<file path="src/rtl/otp_prog_pkg.sv">
package otp_prog_pkg;

  localparam int WORD_W = 16;
  localparam int ZERO_W = 10;

  typedef enum logic [3:0] {
    ST_IDLE,
    ST_PRE,
    ST_OPEN,
    ST_SLO,
    ST_SHI,
    ST_SETTLE,
    ST_BLO,
    ST_BHI,
    ST_DONE
  } seqState_t;

  // Strobes from control to datapath
  typedef struct packed {
    logic load;
    logic phaseRun;
    logic shift;
    logic settleRun;
    logic pulseInc;
  } seqCmd_t;

endpackage

</file>
<file path="src/rtl/otp_prog_dp.sv">
module otp_prog_dp
  import otp_prog_pkg::*;
#(
  parameter int DIV_W = 8,
  parameter int SETTLE_W = 12,
  parameter int BURN_PULSES = 16
) (
  input  logic                clk,
  input  logic                rstN,
  input  seqCmd_t             cmd,
  input  logic [WORD_W-1:0]   cfgWord,
  input  logic [DIV_W-1:0]    halfPeriod,
  input  logic [SETTLE_W-1:0] settleCycles,
  output logic                phaseEnd,
  output logic                lastBit,
  output logic                settleEnd,
  output logic                lastPulse,
  output logic                dataBit
);

  localparam int BIT_W   = $clog2(WORD_W);
  localparam int PULSE_W = (BURN_PULSES > 1) ? $clog2(BURN_PULSES) : 1;

  logic [WORD_W-1:0]   wordReg;
  logic [DIV_W-1:0]    halfLat;
  logic [SETTLE_W-1:0] settleLat;
  logic [DIV_W-1:0]    phaseCnt;
  logic [BIT_W-1:0]    bitCnt;
  logic [PULSE_W-1:0]  pulseCnt;
  logic [SETTLE_W-1:0] settleCnt;

  // Latched settings and word
  always_ff @(posedge clk) begin
    if (!rstN) begin
      wordReg   <= '0;
      halfLat   <= DIV_W'(1);
      settleLat <= '0;
    end else if (cmd.load) begin
      wordReg   <= cfgWord;
      halfLat   <= (halfPeriod == '0) ? DIV_W'(1) : halfPeriod;
      settleLat <= settleCycles;
    end else if (cmd.shift) begin
      wordReg   <= {wordReg[WORD_W-2:0], 1'b0};
    end
  end

  // Half-period timebase
  always_ff @(posedge clk) begin
    if (!rstN || !cmd.phaseRun) phaseCnt <= '0;
    else if (phaseEnd)          phaseCnt <= '0;
    else                        phaseCnt <= phaseCnt + 1'b1;
  end

  // Bit and burn-pulse counters
  always_ff @(posedge clk) begin
    if (!rstN || cmd.load) begin
      bitCnt   <= '0;
      pulseCnt <= '0;
    end else begin
      if (cmd.shift)    bitCnt   <= bitCnt + 1'b1;
      if (cmd.pulseInc) pulseCnt <= pulseCnt + 1'b1;
    end
  end

  // Settling delay
  always_ff @(posedge clk) begin
    if (!rstN || !cmd.settleRun) settleCnt <= '0;
    else                         settleCnt <= settleCnt + 1'b1;
  end

  assign phaseEnd  = (phaseCnt == halfLat - 1'b1);
  assign lastBit   = (bitCnt == BIT_W'(WORD_W - 1));
  assign lastPulse = (pulseCnt == PULSE_W'(BURN_PULSES - 1));
  assign settleEnd = (settleCnt == settleLat);
  assign dataBit   = wordReg[WORD_W-1];

  // timebase stays inside the latched half period
  a_r4_phase_bound: assert property (@(posedge clk) disable iff (!rstN)
    phaseCnt < halfLat);

  // settings move only on a load
  a_r9_settings_held: assert property (@(posedge clk) disable iff (!rstN)
    !cmd.load |=> $stable(halfLat) && $stable(settleLat));

  // word moves only by load or shift
  a_r2_word_held: assert property (@(posedge clk) disable iff (!rstN)
    !cmd.load && !cmd.shift |=> $stable(wordReg));

endmodule

</file>
<file path="src/rtl/otp_prog_ctrl.sv">
module otp_prog_ctrl
  import otp_prog_pkg::*;
(
  input  logic    clk,
  input  logic    rstN,
  input  logic    start,
  input  logic    phaseEnd,
  input  logic    lastBit,
  input  logic    settleEnd,
  input  logic    lastPulse,
  input  logic    dataBit,
  output seqCmd_t cmd,
  output logic    csN,
  output logic    sClk,
  output logic    progData,
  output logic    vprogEn,
  output logic    busy,
  output logic    done
);

  seqState_t st, stNext;

  always_ff @(posedge clk) begin
    if (!rstN) st <= ST_IDLE;
    else       st <= stNext;
  end

  always_comb begin
    stNext = st;
    cmd    = '0;
    unique case (st)
      ST_IDLE: begin
        if (start) begin
          cmd.load = 1'b1;
          stNext   = ST_PRE;
        end
      end
      ST_PRE: begin
        cmd.phaseRun = 1'b1;
        if (phaseEnd) stNext = ST_OPEN;
      end
      ST_OPEN: begin
        cmd.phaseRun = 1'b1;
        if (phaseEnd) stNext = ST_SLO;
      end
      ST_SLO: begin
        cmd.phaseRun = 1'b1;
        if (phaseEnd) stNext = ST_SHI;
      end
      ST_SHI: begin
        cmd.phaseRun = 1'b1;
        if (phaseEnd) begin
          if (lastBit) stNext = ST_SETTLE;
          else begin
            cmd.shift = 1'b1;
            stNext    = ST_SLO;
          end
        end
      end
      ST_SETTLE: begin
        cmd.settleRun = 1'b1;
        if (settleEnd) stNext = ST_BLO;
      end
      ST_BLO: begin
        cmd.phaseRun = 1'b1;
        if (phaseEnd) stNext = ST_BHI;
      end
      ST_BHI: begin
        cmd.phaseRun = 1'b1;
        if (phaseEnd) begin
          if (lastPulse) stNext = ST_DONE;
          else begin
            cmd.pulseInc = 1'b1;
            stNext       = ST_BLO;
          end
        end
      end
      ST_DONE: stNext = ST_DONE;
      default: stNext = ST_IDLE;
    endcase
  end

  // Output decode from state and word register only
  assign csN      = !(st == ST_IDLE || st == ST_PRE);
  assign sClk     = (st == ST_SHI) || (st == ST_BHI);
  assign progData = (st == ST_PRE || st == ST_OPEN) ? 1'b1 :
                    (st == ST_SLO || st == ST_SHI)  ? dataBit : 1'b0;
  assign vprogEn  = (st == ST_SETTLE) || (st == ST_BLO) || (st == ST_BHI);
  assign busy     = (st != ST_IDLE) && (st != ST_DONE);
  assign done     = (st == ST_DONE);

  // data moves only with a falling clock during the shift
  a_r4_data_on_fall: assert property (@(posedge clk) disable iff (!rstN)
    ((st == ST_SLO || st == ST_SHI) &&
     ($past(st) == ST_SLO || $past(st) == ST_SHI) &&
     !$stable(progData)) |-> $fell(sClk));

  // select rises only with the program line high
  a_r3_open_with_prog: assert property (@(posedge clk) disable iff (!rstN)
    $rose(csN) |-> progData);

  // never drive data while high voltage is on
  a_r5_no_data_on_hv: assert property (@(posedge clk) disable iff (!rstN)
    vprogEn |-> !progData);

  // done is sticky and quiet
  a_r7_done_sticky: assert property (@(posedge clk) disable iff (!rstN)
    done |=> done && !vprogEn && !sClk && csN);

  // busy and done exclusive
  a_r8_busy_done: assert property (@(posedge clk) disable iff (!rstN)
    $onehot0({busy, done}));

endmodule

</file>
<file path="src/rtl/otp_prog_seq.sv">
module otp_prog_seq
  import otp_prog_pkg::*;
#(
  parameter int DIV_W = 8,
  parameter int SETTLE_W = 12,
  parameter int BURN_PULSES = 16
) (
  input  logic                clk,
  input  logic                rstN,
  input  logic                start,
  input  logic                cfgCcw,
  input  logic [ZERO_W-1:0]   cfgZero,
  input  logic                cfgGainInt,
  input  logic                cfgRefExt,
  input  logic                cfgClamp,
  input  logic [1:0]          cfgRange,
  input  logic [DIV_W-1:0]    halfPeriod,
  input  logic [SETTLE_W-1:0] settleCycles,
  output logic                csN,
  output logic                sClk,
  output logic                progData,
  output logic                vprogEn,
  output logic                busy,
  output logic                done
);

  seqCmd_t           cmd;
  logic              phaseEnd, lastBit, settleEnd, lastPulse, dataBit;
  logic [WORD_W-1:0] cfgWord;

  // field placement, sent MSB first
  assign cfgWord = {cfgCcw, cfgZero, cfgGainInt, cfgRefExt, cfgClamp, cfgRange};

  otp_prog_dp #(
    .DIV_W(DIV_W), .SETTLE_W(SETTLE_W), .BURN_PULSES(BURN_PULSES)
  ) uDp (
    .clk(clk), .rstN(rstN), .cmd(cmd), .cfgWord(cfgWord),
    .halfPeriod(halfPeriod), .settleCycles(settleCycles),
    .phaseEnd(phaseEnd), .lastBit(lastBit), .settleEnd(settleEnd),
    .lastPulse(lastPulse), .dataBit(dataBit)
  );

  otp_prog_ctrl uCtrl (
    .clk(clk), .rstN(rstN), .start(start),
    .phaseEnd(phaseEnd), .lastBit(lastBit), .settleEnd(settleEnd),
    .lastPulse(lastPulse), .dataBit(dataBit), .cmd(cmd),
    .csN(csN), .sClk(sClk), .progData(progData), .vprogEn(vprogEn),
    .busy(busy), .done(done)
  );

endmodule

</file>
<file path="config.mk">
export PLATFORM = sky130hd
export DESIGN_NAME = otp_prog_seq
export DESIGN_NICKNAME = d
export VERILOG_FILES = /design/src/rtl/otp_prog_pkg.sv /design/src/rtl/otp_prog_dp.sv /design/src/rtl/otp_prog_ctrl.sv /design/src/rtl/otp_prog_seq.sv
export SDC_FILE = /design/constraint.sdc
export NUM_CORES = 1
export LEC_CHECK = 0
export ABC_AREA = 1
export ABC_CLOCK_PERIOD_IN_PS = 2400
export CAP_MARGIN = 20
export CORE_MARGIN = 3
export CORE_UTILIZATION = 55
export DETAILED_ROUTE_END_ITERATION = 8
export DONT_BUFFER_PORTS = 1
export GPL_TIMING_DRIVEN = 0
export PLACE_DENSITY = 0.71
export SYNTH_ARGS = -nofsm -noshare
export SYNTH_HDL_FRONTEND = slang
export SYNTH_HIERARCHICAL = 1
export SYNTH_SLANG_ARGS = --single-unit
</file>
<file path="constraint.sdc">
create_clock -name clk -period 2.4 [get_ports clk]
set_input_delay 0.48 -clock clk [delete_from_list [all_inputs] [get_ports clk]]
set_output_delay 0.48 -clock clk [all_outputs]
set_load 0.01 [all_outputs]
</file>
==> results.md, run 1 <==
* Final hold vios at 0
* Power density over cell area at 986 nW/um^2
* Met1 global-route usage at 27.3%
* Leakage at 1.66 nW
* FF/Latch Area at 1360 um^2
* Post-route antenna net violation count at 0
* Worst setup path end: uDp/pulseCnt[2]$_SDFFE_PP0P_
* Max_slew headroom at 59.0%
* DR iter-0 viols at 158
* Placed instance area at roughly 3500 um^2
* Hold WC Path Type: input pin to flip-flop
* Die footprint at between 7000 and 8000 um^2
* RSZ-0062 raised after global routing: yes
* Layout area overhead at 13.1%
* Fin nets at 557
* Ys async rst share at 0%
* Status: completed
* First-pass GRT wire length at 12.6 mm
* DRT Pass-1 Iters at 5
* Cells after synthesis at 492
* Most used routing layer: met2
* CTS Buf Count at 9
* Worst Hold Slack at between 200 and 250 ps
* CTS tree: yes
* Worst EP arrival at 2500 ps
* Final min period at 2270 ps
* Core Util, Final at between 60% and 70%
* VDD IR max at between 0.6 and 0.7 mV
* Crit. Startpoint: uDp/halfLat[0]$_SDFFE_PN1P_
* Startpoint Class: flip-flop
* Yosys warns at 6
* Reg2Reg Depth at 16
* Total power at 0.00383 W
* Die Y at between 80 and 90 um
* Post-DP HPWL at 5.29 mm
* Ranking of synthesized cells by area: dfxtp_1 40%, nand2_1 13%, inv_1 9.3%, nor2_1 5.8%, o21ai_0 3.8%
* Worst slew pin tran at between 600 and 700 ps
* Clock Latency Late Sink at 350 ps
* Fmax at roughly 440 MHz
* # port buffers at 0
* Ant diodes at 0
* Most common library cells after synthesis: 121 x nand2_1, 85 x inv_1, 68 x dfxtp_1
* Cell taking the most area after synthesis: dfxtp_1
* Synth top area share at between 30% and 40%
* Crit end category: flip-flop
* Reg2Reg Setup Slack at 130 ps
* CP Max Fanout at 4
* Vias in the first global route at 2845
* Core area at 5990 um^2
* Fraction of layout cells with a size suffix above 1 at 14.7%
* Initial antenna violation count at 0
* Required @ worst endpoint at 2630 ps
* Dpl cells at 567
* GRT Overall Usage at 21.6%
* Rows at 28
* Synth Cell Area at 3440 um^2
* Gpl congestion at between 0.8 and 0.9
* CTS Sinks at 68
* Clk buf depth at 2
* Syn Area/Cell at 6.99 um^2
* Register clock-pin slew on the reported worst setup and hold paths at 80 ps
* Fill count at 540
* Area of the multi-input gates at around 1700 um^2
* Via count at 3031
* Worst Skew at approximately 10 ps
* Synth Net Count at around 540
* Final WL at 7.35 mm
* Max-cap viol count at 0
* Initial Util at a little under three fifths
* Non-filler cells, final at 593
* R2r startpoint: uDp/halfLat[0]$_SDFFE_PN1P_
* DRC viols at 0
* Largest net degree at the start of global routing at 13
* GR Layer Usage met3 at 6.60%
* WL/cell at 12.4 um
* Die W at 85.1 um
* WS Path Type: flip-flop to flip-flop
* Seq/Total Area, Yosys at 39.6%
* Clock root cell: clkbuf_8
* Synth unique cells at 33
* Final period utilization at 94.7%
* Synthesized flop and latch total at just under 70
* Via/cell ratio at 5.11
* Fin. max-slew vios at 0
* Finish-stage setup viols at 0
* EDFF count, synth at 0
* GRT overflow at 0
* H-tree depth at 3
* Ports at 45
* Final instance area at slightly below 4000 um^2
* Met2 Track Usage GR at 34.7%
* R2R Path End: uDp/pulseCnt[2]$_SDFFE_PP0P_
* Top-count cell post-synth: nand2_1
* Top_reg_cell synth: dfxtp_1
-- state kept, by name, summed over array words and instances (netlist names) --
register and count:
uCtrl/st 4, uDp/bitCnt 4, uDp/halfLat 8, uDp/phaseCnt 8, uDp/pulseCnt 4, uDp/settleCnt 12, uDp/settleLat 12, uDp/wordReg 16
-- how the worst min path moves through the flow --
stage / from / endpoint / slack [ps] / depth (start not counted)
floorplan: uDp/halfLat[6]$_SDFFE_PN0P_ / uDp/halfLat[6]$_SDFFE_PN0P_ / 440 / 2
global placement: uDp/wordReg[13]$_SDFFE_PN0P_ / uDp/wordReg[14]$_SDFFE_PN0P_ / 460 / 2
detailed placement: uDp/settleCnt[8]$_SDFF_PP0_ / uDp/settleCnt[9]$_SDFF_PP0_ / 470 / 2
CTS: settleCycles[9] / uDp/settleLat[9]$_SDFFE_PN0P_ / 240 / 2
global route: settleCycles[11] / uDp/settleLat[11]$_SDFFE_PN0P_ / 250 / 1
finish: settleCycles[9] / uDp/settleLat[9]$_SDFFE_PN0P_ / 250 / 2
-- area by class of cell --
| type | instances | share of cell area, % |
|---|---|---|
| Clock buffer | 10 | 3.54 |
| Timing Repair Buffer | 10 | 1.93 |
| Multi-Input combinational cell | 325 | 44.8 |
| Buffer | 8 | 1.06 |
| Clock inverter | 6 | 2.22 |
| Sequential cell | 68 | 35.1 |
| Tap cell | 75 | 2.41 |
| Inverter | 91 | 8.98 |
-- placed cells by master, fill, tap and decap left out, drive strengths merged, types with 2 or more instances in the layout --
| cell type | netlist | final |
|---|---|---|
| a21oi | 16 | 16 |
| a22o | 9 | 9 |
| a22oi | 3 | 3 |
| a31oi | 2 | 2 |
| buf | 7 | 17 |
| bufinv | 0 | 2 |
| clkbuf | 1 | 11 |
| clkinv | 0 | 2 |
| dfxtp | 68 | 68 |
| ha | 5 | 5 |
| inv | 91 | 92 |
| nand2 | 128 | 128 |
| nand3 | 17 | 17 |
| nand4 | 5 | 5 |
| nor2 | 62 | 62 |
| nor3 | 19 | 19 |
| nor4 | 6 | 6 |
| o211ai | 2 | 2 |
| o21ai | 27 | 27 |
| o221ai | 5 | 5 |
| xnor2 | 13 | 13 |
| xor2 | 4 | 4 |
-- power by group --
group          switching [W]  total (W)  leakage (nW)  internal [W]
clock               0.000446    0.00106         0.113      0.000613
combinational       0.000842    0.00136         0.995      0.000515
sequential          0.000120    0.00142         0.553       0.00130
-- layer usage --
metal	share of wire [%]	routed length (um)
met1	46	3360
met2	46	3390
met3	6.5	477
met4	1.6	116
met5	0	0
-- timing repair --
item | in CTS | in global routing
pin swaps | 3 | 10
endpoints found under the setup margin | 21 | 22
cloned | 0 | 0
endpoints found under the hold margin | 0 | 0
resized for setup | 9 | 11
hold buffers | 0 | 0
buffers inserted | 2 | 8
-- through the flow --
| step | setup TNS [ps] | setup slack (ps) |
|---|---|---|
| detailed placement | -3680 | -329 |
| global placement | -3150 | -248 |
| floorplan | 0 | 93.6 |
| CTS | 0 | 10.1 |
| global route | -170 | -93.0 |
| finish | 0 | 127 |
-- worst max-delay path, stage by stage, from the launching register on --
cell and delay, ps:
dfxtp_2 350, inv_4 50, ha_4 230, inv_2 40, nand2_1 40, nand2_1 50, nand2_1 50, nor2_1 80
nand3_1 80, nor2_1 120, nand3_2 100, inv_2 110, inv_4 50, nor4_4 350, inv_1 130, nor3_1 260
nor3_1 70
-- cell families (layout without fill, tap and decap cells) --
logic type      Yosys count  after routing  synth area share [%]
buf+inv                  99            125                  11.1
flops                    68             68                  39.6
fa+ha+maj                 5              5                  1.82
compound gates           65             65                  11.7
simple gates            238            238                  31.4
xor+xnor                 17             17                  4.33
Power figures use the tool's default switching activity.
==> run 2: changes to the inputs <==
Settings changed: REMOVE_ABC_BUFFERS from default to 1.
==> run 2 against run 1 <==
Net effect: setup slack better by 84 ps; sequential cell count is the same; clock power decreased by 22%; critical path depth is 4 higher; core utilization down 2.0 points; via count fell by 0.73%; critical endpoint is now uDp/wordReg[3]$_SDFFE_PN0P_; largest power group unchanged; highest routed layer unchanged.
==> results.md, run 2 (synthesis results as in run 1) <==
* DR iter-0 viols at 109
* Worst slew pin tran at around 620 ps
* DRT Pass-1 Iters at 4
* First-pass GRT wire length at 12.0 mm
* R2r startpoint: uDp/halfLat[0]$_SDFFE_PN1P_
* Final instance area at 3770 um^2
* Ant diodes at 0
* Placed instance area at 3510 um^2
* Via count at ~3000
* GRT overflow at 0
* Final hold vios at 0
* DRC viols at 0
* Fmax at roughly 460 MHz
* Crit end category: flip-flop
* Dpl cells at 560
* Required @ worst endpoint at roughly 2700 ps
* Commonest non-fill, non-tap cells in the layout: 121 x nand2_1, 80 x inv_1, 66 x dfxtp_1
* Hold WC Path Type: input pin to flip-flop
* Worst EP arrival at 2480 ps
* Max FFs per register at 16
* WL/cell at 12.3 um
* CP Max Fanout at 6
* GRT Overall Usage at roughly 21%
* H-tree depth at 3
* Status: completed
* Final min period at 2190 ps
* Initial antenna violation count at 0
* Die footprint at ~7200 um^2
* Leakage at between 1.5 and 2 nW
* Biggest register: uDp/wordReg
* Rows at 28
* Clock root cell: clkbuf_8
* CTS Sinks at 68
* VDD IR max at 0.576 mV
* HP Start: rstN
* Reg2Reg Setup Slack at 210 ps
* Clk buf depth at 2
* CTS Buf Count at 9
* Cell depth of the worst min-delay path at 2
* Fin nets at roughly 550
* Final WL at between 7 and 8 mm
* Via/cell ratio at 5.19
* Final period utilization at 91.2%
* Core area at ~6000 um^2
* # port buffers at 0
* Gpl congestion at 0.845
* Commonest non-fill, non-tap cell in the layout: nand2_1
* Post-CTS Hold Buffers at 0
* Fraction of layout cells with a size suffix above 1 at between 10% and 20%
* Reg2Reg Depth at 20
* Initial Util at 57.4%
* Max-cap viol count at 0
* Die Y at 85.1 um
* Worst hold endpoint: uDp/wordReg[13]$_SDFFE_PN0P_
* Clock Latency Late Sink at 350 ps
* R2R Path End: uDp/wordReg[3]$_SDFFE_PN0P_
* Post-DP HPWL at 5.14 mm
* WS Path Type: flip-flop to flip-flop
* Vias in the first global route at 2874
* Biggest regs: uDp/wordReg (16), uDp/settleCnt (12), uDp/settleLat (12)
* Layout area overhead at 9.68%
* Worst Skew at just over 8 ps
* Die W at 85.1 um
* Finish-stage setup viols at 0
* Power density over cell area at 930 nW/um^2
* Fill count at 537
* Post-route antenna net violation count at 0
* Largest net degree at the start of global routing at 22
* CTS tree: yes
* Non-filler cells, final at 580
* Fin. max-slew vios at 0
* Startpoint Class: flip-flop
* Register clock-pin slew on the reported worst setup and hold paths at about 70 ps
* Worst Hold Slack at 232 ps
* Max_slew headroom at ~58%
* Ports at 45
-- run 2: cell types whose count changed in the layout (fill, tap and decap cells not counted), sizes merged --
cell      change
inv           -2
buf          -12
bufinv        -2
clkbuf        +2
clkinvlp      +1
-- run 2: how the worst max path moves through the flow --
stage / startpoint / to / slack (ps) / depth (start not counted)
after detailed placement: uDp/halfLat[0]$_SDFFE_PN1P_ / uDp/wordReg[7]$_SDFFE_PN0P_ / -280 / 19
after global placement: uCtrl/st[1]$_SDFFE_PN0P_ / uDp/halfLat[2]$_SDFFE_PN0P_ / -1150 / 6
after global routing: uDp/halfLat[0]$_SDFFE_PN1P_ / uDp/bitCnt[3]$_SDFFE_PP0P_ / -1 / 17
after floorplan: uCtrl/st[1]$_SDFFE_PN0P_ / uDp/halfLat[7]$_SDFFE_PN0P_ / -250 / 6
final: uDp/halfLat[0]$_SDFFE_PN1P_ / uDp/wordReg[3]$_SDFFE_PN0P_ / 210 / 20
after CTS: uDp/halfLat[0]$_SDFFE_PN1P_ / uDp/wordReg[7]$_SDFFE_PN0P_ / 10 / 19
-- run 2: layout make-up --
cell class / instances / area [um^2] / share of cell area, %
clock buffers: 13 / 159 / 4.22
repair inverters: 1 / 7.51 / 0.199
inverters: 91 / 350 / 9.29
clock inverters: 2 / 10.0 / 0.266
repair buffers: 5 / 41.3 / 1.10
flip-flops and latches: 68 / 1360 / 36.2
well taps: 75 / 93.8 / 2.49
multi-input cells: 325 / 1740 / 46.3
-- run 2: critical path, stage by stage, from the launching register on --
cell and delay, ps:
dfxtp_2 360, inv_4 60, ha_4 230, inv_1 50, nand2_1 40, nand2_1 60
nand2_1 50, nor2_1 100, nand3_1 70, nor2_1 120, nand3_2 110, inv_2 80
inv_2 70, nor2_4 160, inv_2 80, nor2_4 120, buf_4 150, nand2_1 50
o211ai_1 70, nand2_1 70, inv_1 50
-- run 2: layer usage --
layer	track usage (%)	wire length (um)
met5	0	0
met4	8.78	106
met3	6.70	480
met2	35.3	3340
met1	23.6	3190
-- run 2: stage by stage --
step	total power, W	utilization (%)	worst slack, ps	TNS [ps]
6_report	0.00351	62.9	211	0
2_1_floorplan	0.00234	-	-247	-8090
4_1_cts	0.00347	62.1	14.4	0
3_3_place_gp	0.00255	58.2	-1150	-45070
3_5_place_dp	0.00259	58.5	-285	-4920
5_1_grt	0.00378	62.9	-1.42	-1.42
-- run 2: power by group --
part / switching, W / internal, W / leakage (nW)
logic: 0.000807 / 0.000454 / 0.931
registers: 0.000119 / 0.00130 / 0.553
clock network: 0.000408 / 0.000423 / 0.0893
total: 0.00133 / 0.00217 / 1.57
-- run 2: what timing repair did --
action,4_1_cts,5_1_grt
cloned,0,1
buffers inserted,2,2
pin swaps,3,5
setup endpoints to repair,43,40
gates resized for setup,6,12
==> run 3: changes to the inputs <==
Settings changed: ABC_CLOCK_PERIOD_IN_PS 2400 to 2600, PLACE_DENSITY 0.71 to 0.68, TNS_END_PERCENT from default to 100.
Clock period 2.4 ns to 2.6 ns, I/O delays scaled along.
==> run 3 against run 2 <==
Net effect: setup slack worse by 30 ps; highest routed layer unchanged; final cell count unchanged; largest cell class unchanged; via count down 2.6%; largest power group unchanged; sequential power down 8%; power down 0.81%; global-route usage down 0.39 points; worst hold slack better by 51 ps; clock skew up 0.86 ps; combinational power down 12%; first-iteration DRC count up 14%; sequential share of layout area down 0.54 points.
==> results.md, run 3 (synthesis results as in run 1) <==
* CTS Buf Count at 9
* Sequential power share at 37.4%
* Reg2Reg Setup Slack at 180 ps
* Logic gate share of total power at 31.9%
* Hold WC Path Type: input pin to flip-flop
* Final period utilization at 93.1%
* Sw power at around 0.0012 W
* Biggest register: uDp/wordReg
* First-pass GRT wire length at 12.0 mm
* Cell depth of the worst min-delay path at 2
* Initial Util at 57.4%
* Placed instance area at 3510 um^2
* DRT Pass-1 Iters at 5
* Setup WS pre-CTS at -75.3 ps
* Layout area overhead at 11.1%
* Fraction of layout cells with a size suffix above 1 at 11.1%
* WS Path Type: flip-flop to flip-flop
* Die Y at between 80 and 90 um
* Crit end category: flip-flop
* Final WL at 6.80 mm
* Power density over cell area at 911 nW/um^2
* Clock root cell: clkbuf_8
* Fmax at between 400 and 500 MHz
* Fin nets at 544
* Final instance area at 3820 um^2
* Startpoint Class: flip-flop
* Clock Latency Late Sink at 340 ps
* Worst EP arrival at 2670 ps
* Via count at 2932
* Ant diodes at 0
* Worst hold endpoint: uDp/wordReg[13]$_SDFFE_PN0P_
* H-tree depth at 3
* DR iter-0 viols at 124
* Post-DP HPWL at 5.05 mm
* HP Start: rstN
* DRC viols at 0
* Vias in the first global route at 2856
* WL/cell at 11.7 um
* Clk buf depth at 2
* Worst Skew at 9.13 ps
* Post-CTS Hold Buffers at 0
* Worst slew pin tran at 667 ps
* Initial antenna violation count at 0
* Post-route antenna net violation count at 0
* Max-cap viol count at 0
* # port buffers at 0
* R2r startpoint: uDp/halfLat[0]$_SDFFE_PN1P_
* Largest net degree at the start of global routing at 22
* GRT overflow at 0
* Reg2Reg Depth at 17
* Final min period at 2420 ps
* Die W at roughly 85 um
* Die footprint at between 7000 and 8000 um^2
* Fin. max-slew vios at 0
* Core area at between 5000 and 6000 um^2
* Fill count at approximately 560
* Int Power at 0.00227 W
* Max FFs per register at 16
* Commonest non-fill, non-tap cells in the layout: 121 x nand2_1, 83 x inv_1, 68 x dfxtp_1
* GRT Overall Usage at between 20% and 30%
* CTS tree: yes
* Biggest regs: uDp/wordReg (16), uDp/settleCnt (12), uDp/settleLat (12)
* Core Util, Final at 63.8%
* Finish-stage setup viols at 0
* CTS Sinks at 68
* Worst Slack Setup Final at between 150 and 200 ps
* Max_slew headroom at 55.5%
* VDD IR max at 0.551 mV
* Register clock-pin slew on the reported worst setup and hold paths at around 70 ps
* R2R Path End: uDp/pulseCnt[3]$_SDFFE_PP0P_
* Final hold vios at 0
* Rows at 28
* Status: completed
* Leakage at 1.62 nW
* Gpl congestion at between 0.8 and 0.9
* Setup TNS Final at 0 ps
* Sw Share at 34.8%
* Via/cell ratio at 5.06
* CP Max Fanout at 6
* Clock Power Share at a little under a third
* Commonest non-fill, non-tap cell in the layout: nand2_1
* Required @ worst endpoint at about 2900 ps
* Ports at 45
-- run 3: per-stage QoR --
| step | hold slack (ps) | power, W | std cells |
|---|---|---|---|
| after floorplan | 437 | 0.00216 | 484 |
| after global placement | 463 | 0.00236 | 559 |
| after detailed placement | 472 | 0.00239 | 560 |
| after CTS | 259 | 0.00348 | 576 |
| after global routing | 264 | 0.00374 | 580 |
| final | 283 | 0.00348 | 580 |
-- run 3: timing repair --
item	CTS	global route
setup buffers	0	4
pin swaps	0	4
setup endpoints to repair	13	33
resized for setup	2	6
-- run 3: power groups by stage --
stage	registers [W]	clock network, W	logic [W]
final	0.00130	0.00107	0.00111
after CTS	0.00130	0.00110	0.00108
after detailed placement	0.00132	0	0.00106
after global placement	0.00132	0	0.00104
after floorplan	0.00130	0	0.000860
after global routing	0.00132	0.00114	0.00128
-- run 3: final cells by class --
class | count | area [um^2] | area share (%)
Timing Repair Buffer | 5 | 41.3 | 1.08
Tap cell | 75 | 93.8 | 2.46
Inverter | 91 | 342 | 8.94
Clock inverter | 4 | 95.1 | 2.49
Multi-Input combinational cell | 325 | 1730 | 45.3
Sequential cell | 68 | 1360 | 35.6
Clock buffer | 12 | 155 | 4.06
-- run 3: metal layers --
layer  part of all wire, %  global-route usage (%)  wire length (um)
met3                   6.1                    7.18               415
met4                  0.97                    6.04                66
met5                     0                       0                 0
met2                    46                    33.5              3140
met1                    47                    24.7              3180
-- run 3: worst max-delay path by stage --
stage,slack (ps),depth (start not counted),end,startpoint
5_1_grt,-30,17,uDp/pulseCnt[3]$_SDFFE_PP0P_,uDp/halfLat[0]$_SDFFE_PN1P_
3_5_place_dp,-80,16,uDp/pulseCnt[2]$_SDFFE_PP0P_,uDp/halfLat[0]$_SDFFE_PN1P_
4_1_cts,10,19,uDp/wordReg[5]$_SDFFE_PN0P_,uDp/halfLat[0]$_SDFFE_PN1P_
2_1_floorplan,-50,6,uDp/halfLat[7]$_SDFFE_PN0P_,uCtrl/st[1]$_SDFFE_PN0P_
3_3_place_gp,-980,6,uDp/settleLat[9]$_SDFFE_PN0P_,uCtrl/st[1]$_SDFFE_PN0P_
6_report,180,17,uDp/pulseCnt[3]$_SDFFE_PP0P_,uDp/halfLat[0]$_SDFFE_PN1P_
-- run 3: critical path, cell delays in order (launching register included) --
cell     delay (ps)
dfxtp_1         330
inv_1           100
ha_1            320
inv_1            60
nand2_1          40
nand2_1          60
nand2_1          50
nor2_1          110
nand3_1          90
nor2_1          120
nand3_2         110
inv_2            90
inv_2            70
nor4_4          280
nand2_1         140
nor2_1          100
a21oi_1          80
nor3_1          200
